--- src/rtl/blt_seq_pkg.sv ---
package blt_seq_pkg;

    typedef enum logic [2:0] {
        ST_OFF = 3'd0,
        ST_PRE = 3'd1,
        ST_SRC = 3'd2,
        ST_DRD = 3'd3,
        ST_DWR = 3'd4
    } seq_state_t;

    // control register bit positions
    localparam int CB_BEG_R = 7;
    localparam int CB_BEG_L = 6;
    localparam int CB_END_R = 5;
    localparam int CB_END_L = 4;
    localparam int CB_EN    = 3;
    localparam int CB_PRE   = 2;

    typedef struct packed {
        logic beg_r;
        logic beg_l;
        logic end_r;
        logic end_l;
        logic enable;
        logic preread;
    } ctl_cfg_t;

    function automatic ctl_cfg_t decode_ctl(input logic [7:0] d);
        ctl_cfg_t c;
        c.beg_r   = d[CB_BEG_R];
        c.beg_l   = d[CB_BEG_L];
        c.end_r   = d[CB_END_R];
        c.end_l   = d[CB_END_L];
        c.enable  = d[CB_EN];
        c.preread = d[CB_PRE];
        return c;
    endfunction

endpackage

--- src/rtl/blt_regs.sv ---
module blt_regs
    import blt_seq_pkg::*;
#(
    parameter int ADDR_W    = 2,
    parameter int DATA_W    = 8,
    parameter int CNT_ADDR  = 3,
    parameter int CTL_ADDR  = 2
) (
    input  logic              clk,
    input  logic              rst_n,
    input  logic              reg_wr,
    input  logic [ADDR_W-1:0] reg_addr,
    input  logic [DATA_W-1:0] reg_wdata,
    output logic [DATA_W-1:0] width_val,
    output ctl_cfg_t          cfg,
    output logic              ctl_wr,
    output ctl_cfg_t          new_cfg
);

    localparam logic [ADDR_W-1:0] A_CNT = ADDR_W'(CNT_ADDR);
    localparam logic [ADDR_W-1:0] A_CTL = ADDR_W'(CTL_ADDR);

    logic     cnt_wr;
    ctl_cfg_t cfg_q;
    logic [DATA_W-1:0] width_q;

    assign cnt_wr  = reg_wr && (reg_addr == A_CNT);
    assign ctl_wr  = reg_wr && (reg_addr == A_CTL);
    assign new_cfg = decode_ctl(reg_wdata[7:0]);

    always_ff @(posedge clk or negedge rst_n) begin
        if (!rst_n) begin
            width_q <= '0;
            cfg_q   <= '0;
        end else begin
            if (cnt_wr) width_q <= reg_wdata;
            if (ctl_wr) cfg_q   <= new_cfg;
        end
    end

    assign width_val = width_q;
    assign cfg       = cfg_q;

    // writes to unmapped addresses leave both registers untouched
    assert_ignore_addr_R1: assert property (@(posedge clk) disable iff (!rst_n)
        (reg_wr && reg_addr != A_CNT && reg_addr != A_CTL) |=> ($stable(width_q) && $stable(cfg_q)));

endmodule

--- src/rtl/blt_word_counter.sv ---
module blt_word_counter #(
    parameter int CNT_W = 8
) (
    input  logic             clk,
    input  logic             rst_n,
    input  logic             load,
    input  logic [CNT_W-1:0] load_val,
    input  logic             adv,
    output logic             count_last
);

    logic [CNT_W-1:0] cnt_q;

    always_ff @(posedge clk or negedge rst_n) begin
        if (!rst_n)    cnt_q <= '0;
        else if (load) cnt_q <= load_val;
        else if (adv)  cnt_q <= cnt_q + 1'b1;
    end

    assign count_last = &cnt_q;

    // the count only moves when told to
    assert_hold_R3: assert property (@(posedge clk) disable iff (!rst_n)
        (!load && !adv) |=> $stable(cnt_q));

    // a load takes the presented width value
    assert_load_R2: assert property (@(posedge clk) disable iff (!rst_n)
        load |=> (cnt_q == $past(load_val)));

endmodule

--- src/rtl/blt_seq_fsm.sv ---
module blt_seq_fsm
    import blt_seq_pkg::*;
#(
    parameter int          STAT_W      = 3,
    parameter int          DATA_STATUS = 5
) (
    input  logic              clk,
    input  logic              rst_n,
    input  logic              line_start,
    input  ctl_cfg_t          start_cfg,
    input  ctl_cfg_t          cfg,
    input  logic              blt_active,
    input  logic [STAT_W-1:0] bus_status,
    input  logic              bus_done,
    input  logic              bus_write,
    input  logic              count_last,
    output logic              src_phase,
    output logic              src_latch,
    output logic              dst_latch,
    output logic              dst_write,
    output logic              mask_left,
    output logic              mask_right,
    output logic              cnt_adv,
    output logic              cnt_reload
);

    localparam logic [STAT_W-1:0] ST_CODE = STAT_W'(DATA_STATUS);
    localparam int SIDES = 2; // index 0 = left, 1 = right

    seq_state_t state_q, state_d;
    logic first_q, first_d;
    logic take_src, take_drd, take_wr;
    logic src_latch_q, dst_latch_q, dst_write_q;
    logic qual;

    assign qual = bus_done && blt_active && (bus_status == ST_CODE);

    // next state
    always_comb begin
        state_d    = state_q;
        first_d    = first_q;
        take_src   = 1'b0;
        take_drd   = 1'b0;
        take_wr    = 1'b0;
        cnt_adv    = 1'b0;
        cnt_reload = 1'b0;
        if (line_start) begin
            first_d = 1'b1;
            if (start_cfg.enable) state_d = start_cfg.preread ? ST_PRE : ST_SRC;
            else                  state_d = ST_OFF;
        end else if (!cfg.enable) begin
            state_d = ST_OFF;
        end else if (qual) begin
            unique case (state_q)
                ST_OFF: state_d = ST_OFF;
                ST_PRE: if (!bus_write) begin
                    state_d  = ST_SRC;
                    take_src = 1'b1;
                end
                ST_SRC: if (!bus_write) begin
                    state_d  = ST_DRD;
                    take_src = 1'b1;
                end
                ST_DRD: if (!bus_write) begin
                    state_d  = ST_DWR;
                    take_drd = 1'b1;
                end
                ST_DWR: if (bus_write) begin
                    take_wr = 1'b1;
                    if (count_last) begin
                        cnt_reload = 1'b1;
                        first_d    = 1'b1;
                        state_d    = cfg.preread ? ST_PRE : ST_SRC;
                    end else begin
                        cnt_adv = 1'b1;
                        first_d = 1'b0;
                        state_d = ST_SRC;
                    end
                end
                default: state_d = ST_OFF;
            endcase
        end
    end

    // state register
    always_ff @(posedge clk or negedge rst_n) begin
        if (!rst_n) begin
            state_q     <= ST_OFF;
            first_q     <= 1'b0;
            src_latch_q <= 1'b0;
            dst_latch_q <= 1'b0;
            dst_write_q <= 1'b0;
        end else begin
            state_q     <= state_d;
            first_q     <= first_d;
            src_latch_q <= take_src;
            dst_latch_q <= take_drd;
            dst_write_q <= take_wr;
        end
    end

    // outputs
    logic [SIDES-1:0] beg_bits, end_bits, mask_vec;
    logic             running;

    always_comb begin
        running   = (state_q != ST_OFF);
        src_phase = (state_q == ST_PRE) || (state_q == ST_SRC);
        beg_bits  = {cfg.beg_r, cfg.beg_l};
        end_bits  = {cfg.end_r, cfg.end_l};
    end

    for (genvar s = 0; s < SIDES; s++) begin : g_side
        assign mask_vec[s] = running && (first_q ? beg_bits[s]
                                                 : (count_last && end_bits[s]));
    end

    assign mask_left  = mask_vec[0];
    assign mask_right = mask_vec[1];
    assign src_latch  = src_latch_q;
    assign dst_latch  = dst_latch_q;
    assign dst_write  = dst_write_q;

    // never more than one strobe at once
    assert_one_strobe_R7: assert property (@(posedge clk) disable iff (!rst_n)
        $onehot0({src_latch_q, dst_latch_q, dst_write_q}));

    // a source strobe follows a cycle spent in source phase
    assert_src_phase_R6: assert property (@(posedge clk) disable iff (!rst_n)
        src_latch_q |-> $past(src_phase));

    // line-end reload only on the terminal count
    assert_reload_last_R4: assert property (@(posedge clk) disable iff (!rst_n)
        cnt_reload |-> count_last);

    // advance only on a write that is not the last word
    assert_adv_write_R3: assert property (@(posedge clk) disable iff (!rst_n)
        cnt_adv |-> (bus_write && !count_last));

endmodule

--- src/rtl/blt_line_seq.sv ---
module blt_line_seq
    import blt_seq_pkg::*;
#(
    parameter int ADDR_W      = 2,
    parameter int DATA_W      = 8,
    parameter int CNT_ADDR    = 3,
    parameter int CTL_ADDR    = 2,
    parameter int STAT_W      = 3,
    parameter int DATA_STATUS = 5
) (
    input  logic              clk,
    input  logic              rst_n,
    input  logic              reg_wr,
    input  logic [ADDR_W-1:0] reg_addr,
    input  logic [DATA_W-1:0] reg_wdata,
    input  logic              blt_active,
    input  logic [STAT_W-1:0] bus_status,
    input  logic              bus_done,
    input  logic              bus_write,
    output logic              src_phase,
    output logic              src_latch,
    output logic              dst_latch,
    output logic              dst_write,
    output logic              mask_left,
    output logic              mask_right,
    output logic              dp_reset
);

    localparam int CNT_W = DATA_W;

    logic [CNT_W-1:0] width_val;
    ctl_cfg_t         cfg, new_cfg;
    logic             ctl_wr, cnt_adv, cnt_reload, count_last;

    blt_regs #(
        .ADDR_W(ADDR_W), .DATA_W(DATA_W), .CNT_ADDR(CNT_ADDR), .CTL_ADDR(CTL_ADDR)
    ) u_regs (
        .clk(clk), .rst_n(rst_n), .reg_wr(reg_wr), .reg_addr(reg_addr),
        .reg_wdata(reg_wdata), .width_val(width_val), .cfg(cfg),
        .ctl_wr(ctl_wr), .new_cfg(new_cfg)
    );

    blt_word_counter #(.CNT_W(CNT_W)) u_cnt (
        .clk(clk), .rst_n(rst_n), .load(ctl_wr || cnt_reload),
        .load_val(width_val), .adv(cnt_adv), .count_last(count_last)
    );

    blt_seq_fsm #(.STAT_W(STAT_W), .DATA_STATUS(DATA_STATUS)) u_fsm (
        .clk(clk), .rst_n(rst_n), .line_start(ctl_wr), .start_cfg(new_cfg),
        .cfg(cfg), .blt_active(blt_active), .bus_status(bus_status),
        .bus_done(bus_done), .bus_write(bus_write), .count_last(count_last),
        .src_phase(src_phase), .src_latch(src_latch), .dst_latch(dst_latch),
        .dst_write(dst_write), .mask_left(mask_left), .mask_right(mask_right),
        .cnt_adv(cnt_adv), .cnt_reload(cnt_reload)
    );

    assign dp_reset = !cfg.enable;

    // a disabled block stays silent
    assert_quiet_off_R8: assert property (@(posedge clk) disable iff (!rst_n)
        dp_reset |=> !(src_latch || dst_latch || dst_write));

    // masks and phase low while disabled
    assert_off_outputs_R8: assert property (@(posedge clk) disable iff (!rst_n)
        (dp_reset && $past(dp_reset)) |-> !(src_phase || mask_left || mask_right));

endmodule

--- config.mk ---
export PLATFORM = sky130hd
export DESIGN_NAME = blt_line_seq
export DESIGN_NICKNAME = d
export VERILOG_FILES = /design/src/rtl/blt_seq_pkg.sv /design/src/rtl/blt_regs.sv /design/src/rtl/blt_word_counter.sv /design/src/rtl/blt_seq_fsm.sv /design/src/rtl/blt_line_seq.sv
export SDC_FILE = /design/constraint.sdc
export NUM_CORES = 1
export LEC_CHECK = 0
export BUFFER_PORTS_ARGS = -buffer_cell sky130_fd_sc_hd__buf_2
export CAP_MARGIN = 40
export CORE_MARGIN = 2
export CORE_UTILIZATION = 45
export DETAILED_ROUTE_END_ITERATION = 8
export GPL_TIMING_DRIVEN = 1
export MAX_ROUTING_LAYER = met4
export PLACE_DENSITY = 0.7
export SYNTH_ARGS = -nofsm -noshare
export SYNTH_HDL_FRONTEND = slang
export SYNTH_HIERARCHICAL = 1
export SYNTH_SLANG_ARGS = --single-unit
--- constraint.sdc ---
create_clock -name clk -period 2.7 [get_ports clk]
set_input_delay 0.54 -clock clk [delete_from_list [all_inputs] [get_ports clk]]
set_output_delay 0.54 -clock clk [all_outputs]
set_load 0.05 [all_outputs]
**Word-level counts from Yosys, hierarchy flattened**

Cells that the tools add are included.
W data, S select, Z words.

- Memories kept: 0
- Register bits: 29
- RAM bits: 0
- Input port bits: 19
- Bits in latches: 0
- ROM bits: 0

- Reduce and logical (&&, ||, !) cells: 21
- Shift-type cells: 0
- $lt $le $gt $ge: 0
- Equal/unequal tests: 12
- Multiply operators: 0
- Bitwise gates (word level): 0
- Add/subtract/negate cells: 1
- Div/mod/pow operators: 0
- Multiplexer cells: 47

Operator list:

| operator | count |
|---|---|
| $mux W1 | 33 |
| $mux W3 | 9 |
| $mux W8 | 2 |
| $ne A4 B4 Y1 const B | 4 |
| $pmux W3 S4 | 1 |
| $reduce_bool A2 Y1 | 5 |
| $add A8 B1 Y8 const B | 1 |
| $logic_and A1 B1 Y1 | 8 |
| $reduce_and A8 Y1 | 1 |
| $eq A3 B2 Y1 const B | 2 |
| $eq A3 B3 Y1 const B | 2 |
| $reduce_and A5 Y1 | 1 |
| $eq A2 B2 Y1 const B | 2 |
| $mux W2 | 2 |
| $reduce_and A4 Y1 | 1 |
| $eq A3 B1 Y1 const B | 1 |
| $ne A3 B2 Y1 const B | 1 |
| $reduce_bool A3 Y1 | 1 |
| $logic_or A1 B1 Y1 | 2 |
| $reduce_or A2 Y1 | 1 |
| $logic_not A1 Y1 | 1 |

**Depth between registers and ports, before layout**

Gate-level depths: netlist of the first run.

- Word-level depth: 9
- Gate-level depth with buffers: 10
- Mapped depth without buffers: 9

**Hierarchy**

The synthesis of the first run kept the hierarchy.

Modules (own cells, without submodules):

| module | times used | area an instance (um^2) | cells an instance |
|---|---|---|---|
| blt_regs | 1 | 594.3 | 37 |
| blt_seq_fsm | 1 | 519.2 | 57 |
| blt_word_counter | 1 | 456.7 | 51 |
| blt_line_seq | 1 | 10.0 | 2 |

**Worst setup path before layout of the first run**

Ideal clock, no wire load.

- Path type: input port to flip-flop
- Start point: in reg_addr[0]
- End point: reg u_cnt.cnt_q[5]
- Library setup time: 0.069 ns
- Required time: 2.631 ns
- Cell stages on the path: 9
- Path slack: 0.389 ns
- Arrival: 2.242 ns
- Cell sequence: nand3b_4 -> inv_1 -> nand2b_1 -> nor3_2 -> and2_1 -> or2_1 -> clkbuf_1 -> or4_1 -> nand3_1

- Word-level cells in the longest chain between the ends: 5

RTL lines:

| what | RTL line | text |
|---|---|---|
| from (decl) | blt_line_seq.sv:14 | `input logic [ADDR_W-1:0] reg_addr,` |
| $eq A2 B2 Y1 (*) | blt_regs.sv:28 | `assign ctl_wr = reg_wr && (reg_addr == A_CTL);` |
| $logic_and A1 B1 Y1 (*) | blt_regs.sv:28 |  |
| net ctl_wr | blt_line_seq.sv:33 | `logic ctl_wr, cnt_adv, cnt_reload, count_last;` |
| $mux W1 (*) | blt_seq_fsm.sv:47 | `if (line_start) begin` |
| net cnt_reload | blt_line_seq.sv:33 |  |
| $logic_or A1 B1 Y1 (*) | blt_line_seq.sv:44 | `.clk(clk), .rst_n(rst_n), .load(ctl_wr \|\| cnt_reload),` |
| $mux W8 or $reduce_bool A2 Y1 (tied branches) | n/a |  |
| to (signal assigned) | blt_word_counter.sv:16 | `else if (load) cnt_q <= load_val;` |
| to (signal assigned) | blt_word_counter.sv:17 | `else if (adv) cnt_q <= cnt_q + 1'b1;` |
| to (decl) | blt_word_counter.sv:12 | `logic [CNT_W-1:0] cnt_q;` |

Mark *: on every way through the listed nets, which the timed path passes. The rest lies on a longest branch.
A chain may end at the register's enable or synchronous reset.

**Worst setup path after layout of the first run**

- Start point: reg u_cnt.cnt_q[0]
- End point: out mask_left

- Word-level cells in the longest chain between the ends: 4

RTL lines:

| what | RTL line | text |
|---|---|---|
| $reduce_and A8 Y1 | blt_word_counter.sv:20 | `assign count_last = &cnt_q;` |
| net count_last | blt_line_seq.sv:33 |  |
| $logic_and A1 B1 Y1 | blt_seq_fsm.sv:115 | `: (count_last && end_bits[s]));` |
| $mux W1 | blt_seq_fsm.sv:114 | `assign mask_vec[s] = running && (first_q ? beg_bits[s]` |
| $logic_and A1 B1 Y1 | blt_seq_fsm.sv:114 |  |
| to (decl) | blt_line_seq.sv:24 | `output logic mask_left,` |

The timed path passes the listed nets, and every way through them passes these cells.

==> results of run 1 <==
## stage by stage
| stage | hold slack [ns] | cells | TNS (ns) | utilization | setup slack, ns |
|---|---|---|---|---|---|
| 6_report | 0.2244 | 217 | 0 | 0.5401 | 0.2107 |
| 5_1_grt | 0.2651 | 217 | -0.004351 | 0.5401 | -0.004351 |
| 4_1_cts | 0.2350 | 217 | 0 | 0.5393 | 0.08475 |
| 3_5_place_dp | 0.4674 | 209 | 0 | 0.5136 | 0.2558 |
| 3_3_place_gp | 0.4603 | 209 | 0 | 0.5136 | 0.3189 |
| 2_1_floorplan | 0.2444 | 143 | 0 | - | 0.3890 |
## worst reg2reg max path: stages (launching register included)
cell and delay (ns):
dfrtp_1 0.44, ha_1 0.25, nand3_1 0.10, nor2_2 0.08, nor4_1 0.35, buf_4 0.22, nand4_1 0.12, or4_1 0.41
nand3_1 0.10
## registers in the layout (all words and copies together) (netlist names)
name / flops
u_cnt/cnt_q: 8
u_regs/width_val: 8
u_regs/cfg: 6
u_fsm/state_q: 3
u_fsm/dst_latch: 1
u_fsm/dst_write: 1
u_fsm/first_q: 1
u_fsm/src_latch: 1
## metal layers
| layer | track usage | part of all wire | vias up |
|---|---|---|---|
| met5 | - | 0 | - |
| met4 | 0.05000 | 0.0047 | 0 |
| met3 | 0.05586 | 0.053 | 2 |
| met2 | 0.2782 | 0.50 | 36 |
| met1 | 0.1946 | 0.44 | 556 |
| li1 | - | - | 562 |
## area by class of cell
type                            instances  area, um2
Inverter                                3      11.26
Clock buffer                            7      55.05
Timing Repair Buffer                   28      147.6
Multi-Input combinational cell        103      760.7
Fill cell                             325       1523
Tap cell                               46      57.56
Sequential cell                        29      725.7
Clock inverter                          1      30.03
## power by group through the flow
stage               clock network, mW  registers [mW]  logic, mW
finish                          0.367           0.572      0.242
global route                    0.394           0.581      0.268
CTS                             0.379           0.571      0.244
detailed placement                  0           0.577      0.244
global placement                    0           0.575      0.236
floorplan                           0           0.554      0.190
## placed cells by master (no fill, tap or decap), types with 3 or more instances in the layout
cell / instances
dfrtp_1: 29
buf_2: 25
mux2_2: 14
nand2_1: 12
o21ai_0: 9
nor2_1: 9
nand3_1: 8
clkbuf_4: 5
inv_1: 3
nand4_1: 3
xor2_1: 3
nor2b_1: 3
or4_1: 3
buf_4: 3
a21oi_1: 3
## worst max-delay path by stage
stage,to,cells after the start,from,slack [ns]
after floorplan,u_cnt/cnt_q[5],9,reg_addr[0],0.39
after global placement,u_cnt/cnt_q[7],10,reg_addr[0],0.32
after detailed placement,u_cnt/cnt_q[7],10,reg_addr[0],0.26
after CTS,mask_left,8,u_cnt/cnt_q[0],0.08
after global routing,mask_left,8,u_cnt/cnt_q[0],-0.004
final,mask_left,8,u_cnt/cnt_q[0],0.21
==> results.md, run 1 <==
* Logic gate share of total power at 0.205
* FP Rows at 21
* Switching part of the total at 0.2980
* GRT Total Usage at 0.1680
* WP data arrival at 1.95 ns
* # H-tree levels at 2
* Syn-to-layout area delta at 15.33%
* Sequential share of power at 0.484
* Pin count of the biggest net entering global routing at 30
* Final-stage net count at 190
* VDD IR-drop max at ~0.00031 V
* Post-Syn Instances at approximately 140
* CP Launch Type: flip-flop
* Root Buffer: clkbuf_4
* Maximum root-to-sink buffer count at 2
* Max Fclk at about 0.4 GHz
* Yosys warning count at 6
* Clock latency on the worst-skew pair at between 0.3 and 0.4 ns
* Slowest cell on the critical path: dfrtp_1
* FF-to-FF setup slack at between 0.5 and 0.6 ns
* Die area at 0.003931 mm2
* DIE WIDTH at approximately 63 um
* Top delay family on crit path: simple AND/OR/NAND/NOR gates
* Core Area at approximately 0.0033 mm2
* Crit path kind: flip-flop to primary output
* Final Hold Vio Count at 0
* Share of power burned in the clock network at 0.311
* Design area at between 0.0015 and 0.002 mm2
* Cell internal pwr at around 0.83 mW
* GRT overflow at 0
* Crit path capture type: primary output
* Syn Area/Cell at between 10 and 15 um2
* Worst R2R Start: u_cnt/cnt_q[0]
* IO Port Bufs at 25
* Die H at ~63 um
* Vias in the first global route at around 1100
* Synth Cell Area at between 0.0015 and 0.002 mm2
* Max-slew violations at 0
* Placer's final routability congestion estimate at 0.8443
* Initial DRC Count at 57
* Outcome: finished, final reports clean
* Routed Antenna Nets at 0
* Ant. Diodes at 0
* Most frequent CP cell: nor2_1
* Via density at around 5.3
* Crit path max fanout at 7
* HPWL after detailed placement at around 2200 um
* Hold Path Class: primary input to async pin
* Worst path cell trace: ha_1, nand3_1, nor2_2, nand2_1, nor2_1, a21oi_1, nor2_1, buf_2
* Reg2Reg Capture Point: u_cnt/cnt_q[7]
* DRC at 0
* Max cap viols at 0
* Initial Util at 0.4683
* Clock slew seen by the registers of the worst setup and hold paths at around 0.090 ns
* Synthesized Nets at approximately 160
* PD cells at between 600 and 700 mW/mm2
* Routed Wire Length at 2960 um
* WP data required at approximately 2.2 ns
* DR WL/cell at ~14 um
* Placed inst area at ~0.0017 mm2
* # resized after CTS at 0
* Skew final at 0.005025 ns
* Worst-margin pin slew at roughly 0.63 ns
* First-pass DRT Iterations at 5
* DR vias at ~1200
* Fin crit period at between 2 and 2.5 ns
* Leakage Power at between 0.7 and 0.8 nW
* Period utilization at 0.9219
* # setup viols final at 0
* I/O pins at 26
* Net Switching at 0.3518 mW
* First-pass GRT wire length at roughly 5000 um
* CTS tree: yes
* Initial antenna violation count at 0
* Fraction of layout cells with a size suffix above 1 at 0.3509
* Clock Sinks at 29
* Reg2reg path depth at 8
* Num CTS Buffers at 5
* Final Power at 1.181 mW
* Slowest stage delay, CP at about 0.43 ns
* Post-CTS setup buffer count at 0
* Buf/Inv on CP at 1
* CTS Hold Bufs at 0
* Slew margin rel. at 0.5813
Note: power is estimated with default switching activity, not from simulation.
==> run 2: changes to the inputs <==
Settings changed: ABC_AREA set to 1, PLACE_DENSITY 0.7 to 0.69.
==> run 2 against run 1 <==
Compared with the run above: hold slack better by 0.043 ns; first-iteration DRC count rose by 8.8%; maximum frequency down 0.37%; core utilization down 0.52 points.
==> results.md, run 2 <==
* Outcome: finished, final reports clean
* Syn Area/Cell at between 7 and 8 um2
* Routed Antenna Nets at 0
* Routed Wire Length at roughly 3400 um
* Post-Syn Instances at around 230
* DRC at 0
* Commonest non-fill, non-tap cell in the layout: nand2_1
* DR WL/cell at between 10 and 15 um
* CP Launch Type: flip-flop
* Slowest cell on the critical path: dfrtp_1
* Buf/Inv on CP at 2
* Initial Util at 0.4696
* CTS tree: yes
* # setup viols final at 0
* Slew margin rel. at 0.5934
* Fillers at between 300 and 400
* # H-tree levels at 2
* Final Hold Vio Count at 0
* Leakage Power at 1.065 nW
* Placed inst area at roughly 0.0018 mm2
* Skew final at ~0.0036 ns
* Maximum root-to-sink buffer count at 2
* DIE WIDTH at 65.81 um
* Synth Cell Area at 0.001719 mm2
* HPWL after detailed placement at about 2500 um
* Placer's final routability congestion estimate at between 0.8 and 0.9
* Pin count of the biggest net entering global routing at 30
* Core Area at ~0.0037 mm2
* Clock latency on the worst-skew pair at approximately 0.28 ns
* First-pass GRT wire length at 6065 um
* Initial DRC Count at 62
* Slowest stage delay, CP at ~0.42 ns
* Yosys warning count at 6
* DR vias at 1526
* Crit path max fanout at 5
* Root Buffer: clkbuf_8
* Die area at about 0.0043 mm2
* Design area at around 0.0020 mm2
* Synthesized Nets at about 250
* Syn-to-layout area delta at 13.90%
* CTS Hold Bufs at 0
* Final-stage net count at 272
* WP data arrival at 1.96 ns
* Post-CTS setup buffer count at 0
* GRT Total Usage at 0.1908
* Ant. Diodes at 0
* Fin crit period at 2.498 ns
* Max-slew violations at 0
* Max Fclk at 0.4003 GHz
* Vias in the first global route at between 1000 and 1500
* GRT overflow at 0
* Most frequent cells in the layout: nand2_1 (85), dfrtp_1 (29), buf_2 (25)
* Worst path cell trace: ha_1, nand2_1, nor2_2, nand3_1, nor2_2, nand3_1, nand2_1, nand2_1, inv_1, buf_2
* FP Rows at 22
* Die H at roughly 66 um
* PD cells at 619.6 mW/mm2
* WP data required at 2.16 ns
* First-pass DRT Iterations at 4
* Crit path capture type: primary output
* I/O pins at 26
* Most frequent CP cell: nand2_1
* Period utilization at 0.9253
* Top delay family on crit path: simple AND/OR/NAND/NOR gates
* Max cap viols at 0
* Worst-margin pin slew at a little over 0.6 ns
* Via density at around 5
* IO Port Bufs at 25
* Initial antenna violation count at 0
* Hold slack at ~0.27 ns
* Fraction of layout cells with a size suffix above 1 at 0.2095
* Crit path kind: flip-flop to primary output
* Clock slew seen by the registers of the worst setup and hold paths at 0.06 ns
* Reg2reg path depth at 12
* # resized after CTS at 0
* Clock Sinks at 29
* Hold Path Class: primary input to async pin
* Num CTS Buffers at 5
* Critical path depth in cells at 10
* VDD IR-drop max at approximately 0.00038 V
-- run 2: report_power, final --
| part | total, mW | internal (mW) | switching, mW |
|---|---|---|---|
| clock | 0.469 | 0.300 | 0.169 |
| combinational | 0.191 | 0.0746 | 0.116 |
| sequential | 0.554 | 0.495 | 0.0593 |
-- run 2: worst reg2reg max path, delay by kind of cell, from the launching register on --
family                   cells  cell delay (ns)
flip-flops                   1             0.42
buffers and inverters        2             0.13
AO/OA/AOI/OAI                2             0.23
adder cells (fa/ha/maj)      1             0.23
AND/OR/NAND/NOR              7             0.96
-- run 2: final timing paths --
check | from | to | slack, ns
worst min-delay path | rst_n | u_regs/width_val[4] | 0.27
worst max-delay path | u_cnt/cnt_q[0] | mask_right | 0.20
worst min register to register | u_regs/cfg[0] | u_regs/cfg[0] | 0.48
min in group clk | u_regs/cfg[0] | u_regs/cfg[0] | 0.48
worst max register to register | u_cnt/cnt_q[0] | u_cnt/cnt_q[2] | 0.63
max in group asynchronous | rst_n | u_regs/width_val[6] | 2.04
-- run 2: metal layers --
metal	up-vias	wire (um)	global-route usage
li1	786	-	-
met1	698	1684	0.2546
met2	37	1556	0.2778
met3	5	137	0.04089
met4	0	65	0.08854
met5	-	0	-
-- run 2: area by class of cell --
class                      count  area (um2)  share of cell area
tap                           48       60.06             0.03067
multi-input combinational    162       802.0              0.4096
sequential                    29       725.7              0.3706
clock buffer                   6       82.58             0.04217
inverter                      26       102.6             0.05240
timing repair buffer          28       147.6             0.07540
clock inverter                 2       37.54             0.01917
-- run 2: per-stage QoR --
step / power [mW] / setup WS (ns) / utilization / std cells / TNS [ns]
after floorplan: 0.6953 / 0.5893 / - / 225 / 0
after global placement: 0.7470 / 0.4851 / 0.5014 / 293 / 0
after detailed placement: 0.7500 / 0.4495 / 0.5014 / 293 / 0
after CTS: 1.225 / 0.1178 / 0.5342 / 301 / 0
after global routing: 1.289 / -0.007262 / 0.5349 / 301 / -0.009463
final: 1.213 / 0.2016 / 0.5349 / 301 / 0
==> run 3: changes to the inputs <==
Settings changed: CORE_MARGIN 2 to 3.
==> run 3 against run 2 <==
Compared with the run above: routed wire length up 1.9%; design area down 1.9%; clock power down 27%; power down 11%; final cell count down 1.0%; sequential power about the same; setup slack better by 0.0036 ns; critical path depth unchanged; first-iteration DRC count up 32%; largest cell class unchanged; via count down 1.3%; die area up 6.2%; sequential share of layout area up 0.72 points.
==> results.md, run 3 (same netlist as run 2, synthesis figures left out) <==
* Outcome: finished, final reports clean
* Logic gate share of total power at 0.175
* Commonest non-fill, non-tap cell in the layout: nand2_1
* Pin count of the biggest net entering global routing at 30
* Critical path depth in cells at 10
* Core Area at about 0.0035 mm2
* Global routing usage on met1 at 0.2635
* Leakage Power at 1.046 nW
* Slowest stage delay, CP at around 0.41 ns
* Place WS at 0.3441 ns
* Root Buffer: clkbuf_8
* End of the critical path: mask_left
* FF-to-FF setup slack at between 0.4 and 0.5 ns
* Initial antenna violation count at 0
* DIE WIDTH at approximately 68 um
* FP Rows at 21
* Reg2reg path depth at 12
* DRC at 0
* Worst R2R Start: u_cnt/cnt_q[0]
* Maximum root-to-sink buffer count at 2
* Most used routing layer: met1
* Die H at about 68 um
* Unrepaired setup endpoints after global routing: false
* Routed Wire Length at between 3000 and 4000 um
* GRT overflow at 0
* Multi-input gate area at between 800 and 900 um2
* Switching part of the total at 0.3115
* Crit path capture type: primary output
* Via density at between 5 and 6
* Die area at approximately 0.0046 mm2
* First-pass GRT wire length at approximately 5900 um
* WP data required at around 2.2 ns
* IO Port Bufs at 25
* WP data arrival at ~2.0 ns
* Most frequent CP cell: nand2_1
* Vias in the first global route at about 1300
* Clock latency on the worst-skew pair at 0.28 ns
* Buf/Inv on CP at 2
* Setup TNS at 0 ns
* Sequential share of power at 0.511
* Slowest cell on the critical path: dfrtp_1
* Worst path cell trace: ha_1, nand2_1, nor2_2, nand3_1, nor2_4, nand3_1, nand2_1, nand2_1, inv_1, clkbuf_4
* Hold Path Class: primary input to async pin
* Skew final at slightly above 0.004 ns
* Setup crit start: u_cnt/cnt_q[0]
* Final-stage net count at ~270
* PD cells at roughly 570 mW/mm2
* Fraction of layout cells with a size suffix above 1 at 0.2024
* Met2 Resource Use GR at 0.2369
* Share of power burned in the clock network at 0.315
* First-pass DRT Iterations at 4
* Fin crit period at ~2.5 ns
* Initial DRC Count at just over 80
* Clock slew seen by the registers of the worst setup and hold paths at about 0.060 ns
* Slew margin rel. at 0.5814
* CP Launch Type: flip-flop
* HPWL after detailed placement at approximately 2600 um
* I/O pins at 26
* Most frequent cells in the layout: nand2_1 (85), dfrtp_1 (29), buf_2 (23)
* Dpl cells at a little under 300
* VDD IR-drop max at about 0.00034 V
* Ant. Diodes at 0
* Max cap viols at 0
* Num CTS Buffers at 5
* Period utilization at 0.9240
* GRT Total Usage at 0.1828
* Cell internal pwr at between 0.7 and 0.8 mW
* FF+latch area at between 700 and 800 um2
* Non-Filler Instances at 298
* Clock Sinks at 29
* Final Power at between 1 and 1.5 mW
* CTS Hold Bufs at 0
* DR vias at around 1500
* # setup viols final at 0
* Syn-to-layout area delta at 11.72%
* Routed Antenna Nets at 0
* Max Fclk at ~0.40 GHz
* Post-CTS setup buffer count at 0
* Reg2Reg Capture Point: u_cnt/cnt_q[2]
* Initial Util at 0.4919
* Max-slew violations at 0
* Placer's final routability congestion estimate at between 0.8 and 0.9
* Worst-margin pin slew at 0.6279 ns
* Final setup margin at 0.2051 ns
* DR WL/cell at between 10 and 15 um
* CTS tree: yes
* Crit path kind: flip-flop to primary output
* Fillers at 353
* Net Switching at 0.3381 mW
* GR met3 Demand/Resource at 0.04926
* Crit path max fanout at 5
* Final Hold Vio Count at 0
* Top delay family on crit path: simple AND/OR/NAND/NOR gates
* # H-tree levels at 2
-- run 3: power by group through the flow --
stage / Combinational, mW / Sequential [mW] / Clock, mW
2_1_floorplan: 0.153 / 0.542 / 0
3_3_place_gp: 0.186 / 0.561 / 0
3_5_place_dp: 0.189 / 0.560 / 0
4_1_cts: 0.190 / 0.553 / 0.355
5_1_grt: 0.221 / 0.562 / 0.380
6_report: 0.189 / 0.554 / 0.342
-- run 3: stage by stage --
step | hold slack (ns) | util | cell area, um2
3_3_place_gp | 0.4589 | 0.5224 | 1826
6_report | 0.2735 | 0.5496 | 1921
5_1_grt | 0.3248 | 0.5496 | 1921
2_1_floorplan | 0.2444 | - | 1719
4_1_cts | 0.2963 | 0.5460 | 1908
3_5_place_dp | 0.4655 | 0.5224 | 1826
-- run 3: layout make-up --
type	instances	share of cell area
multi-input combinational	162	0.4202
sequential	29	0.3779
timing repair buffer	27	0.07557
inverter	26	0.05342
clock buffer	6	0.03779
tap	46	0.02997
clock inverter	2	0.005212
-- run 3: per-layer routing --
| metal | vias up | part of all wire |
|---|---|---|
| met5 | - | 0 |
| met1 | 679 | 0.49 |
| met2 | 42 | 0.43 |
| li1 | 781 | - |
| met4 | 0 | 0.017 |
| met3 | 4 | 0.063 |
-- run 3: worst min path at each step --
| stage | slack (ns) | depth (start not counted) | endpoint | from |
|---|---|---|---|---|
| 4_1_cts | 0.30 | 1 | u_regs/cfg[5] | rst_n |
| 3_3_place_gp | 0.46 | 2 | u_regs/cfg[0] | u_regs/cfg[0] |
| 2_1_floorplan | 0.24 | 0 | u_cnt/cnt_q[0] | rst_n |
| 3_5_place_dp | 0.47 | 2 | u_regs/cfg[0] | u_regs/cfg[0] |
| 6_report | 0.27 | 1 | u_regs/width_val[4] | rst_n |
| 5_1_grt | 0.32 | 1 | u_regs/cfg[5] | rst_n |
-- run 3: worst register-to-register path: stages, from the launching register on --
cell and delay [ns]:
dfrtp_1 0.41, ha_1 0.24, nand2_1 0.09, nor2_2 0.13, nand3_1 0.14, nor2_4 0.16
inv_1 0.07, nor2_1 0.11, inv_1 0.05, nand2_1 0.34, nor2_4 0.12, a22oi_1 0.17
o21ai_1 0.09
-- run 3: timing repair --
action,CTS,global route
gates resized for setup,0,4
endpoints found under the setup margin,0,2
endpoints found under the hold margin,0,0
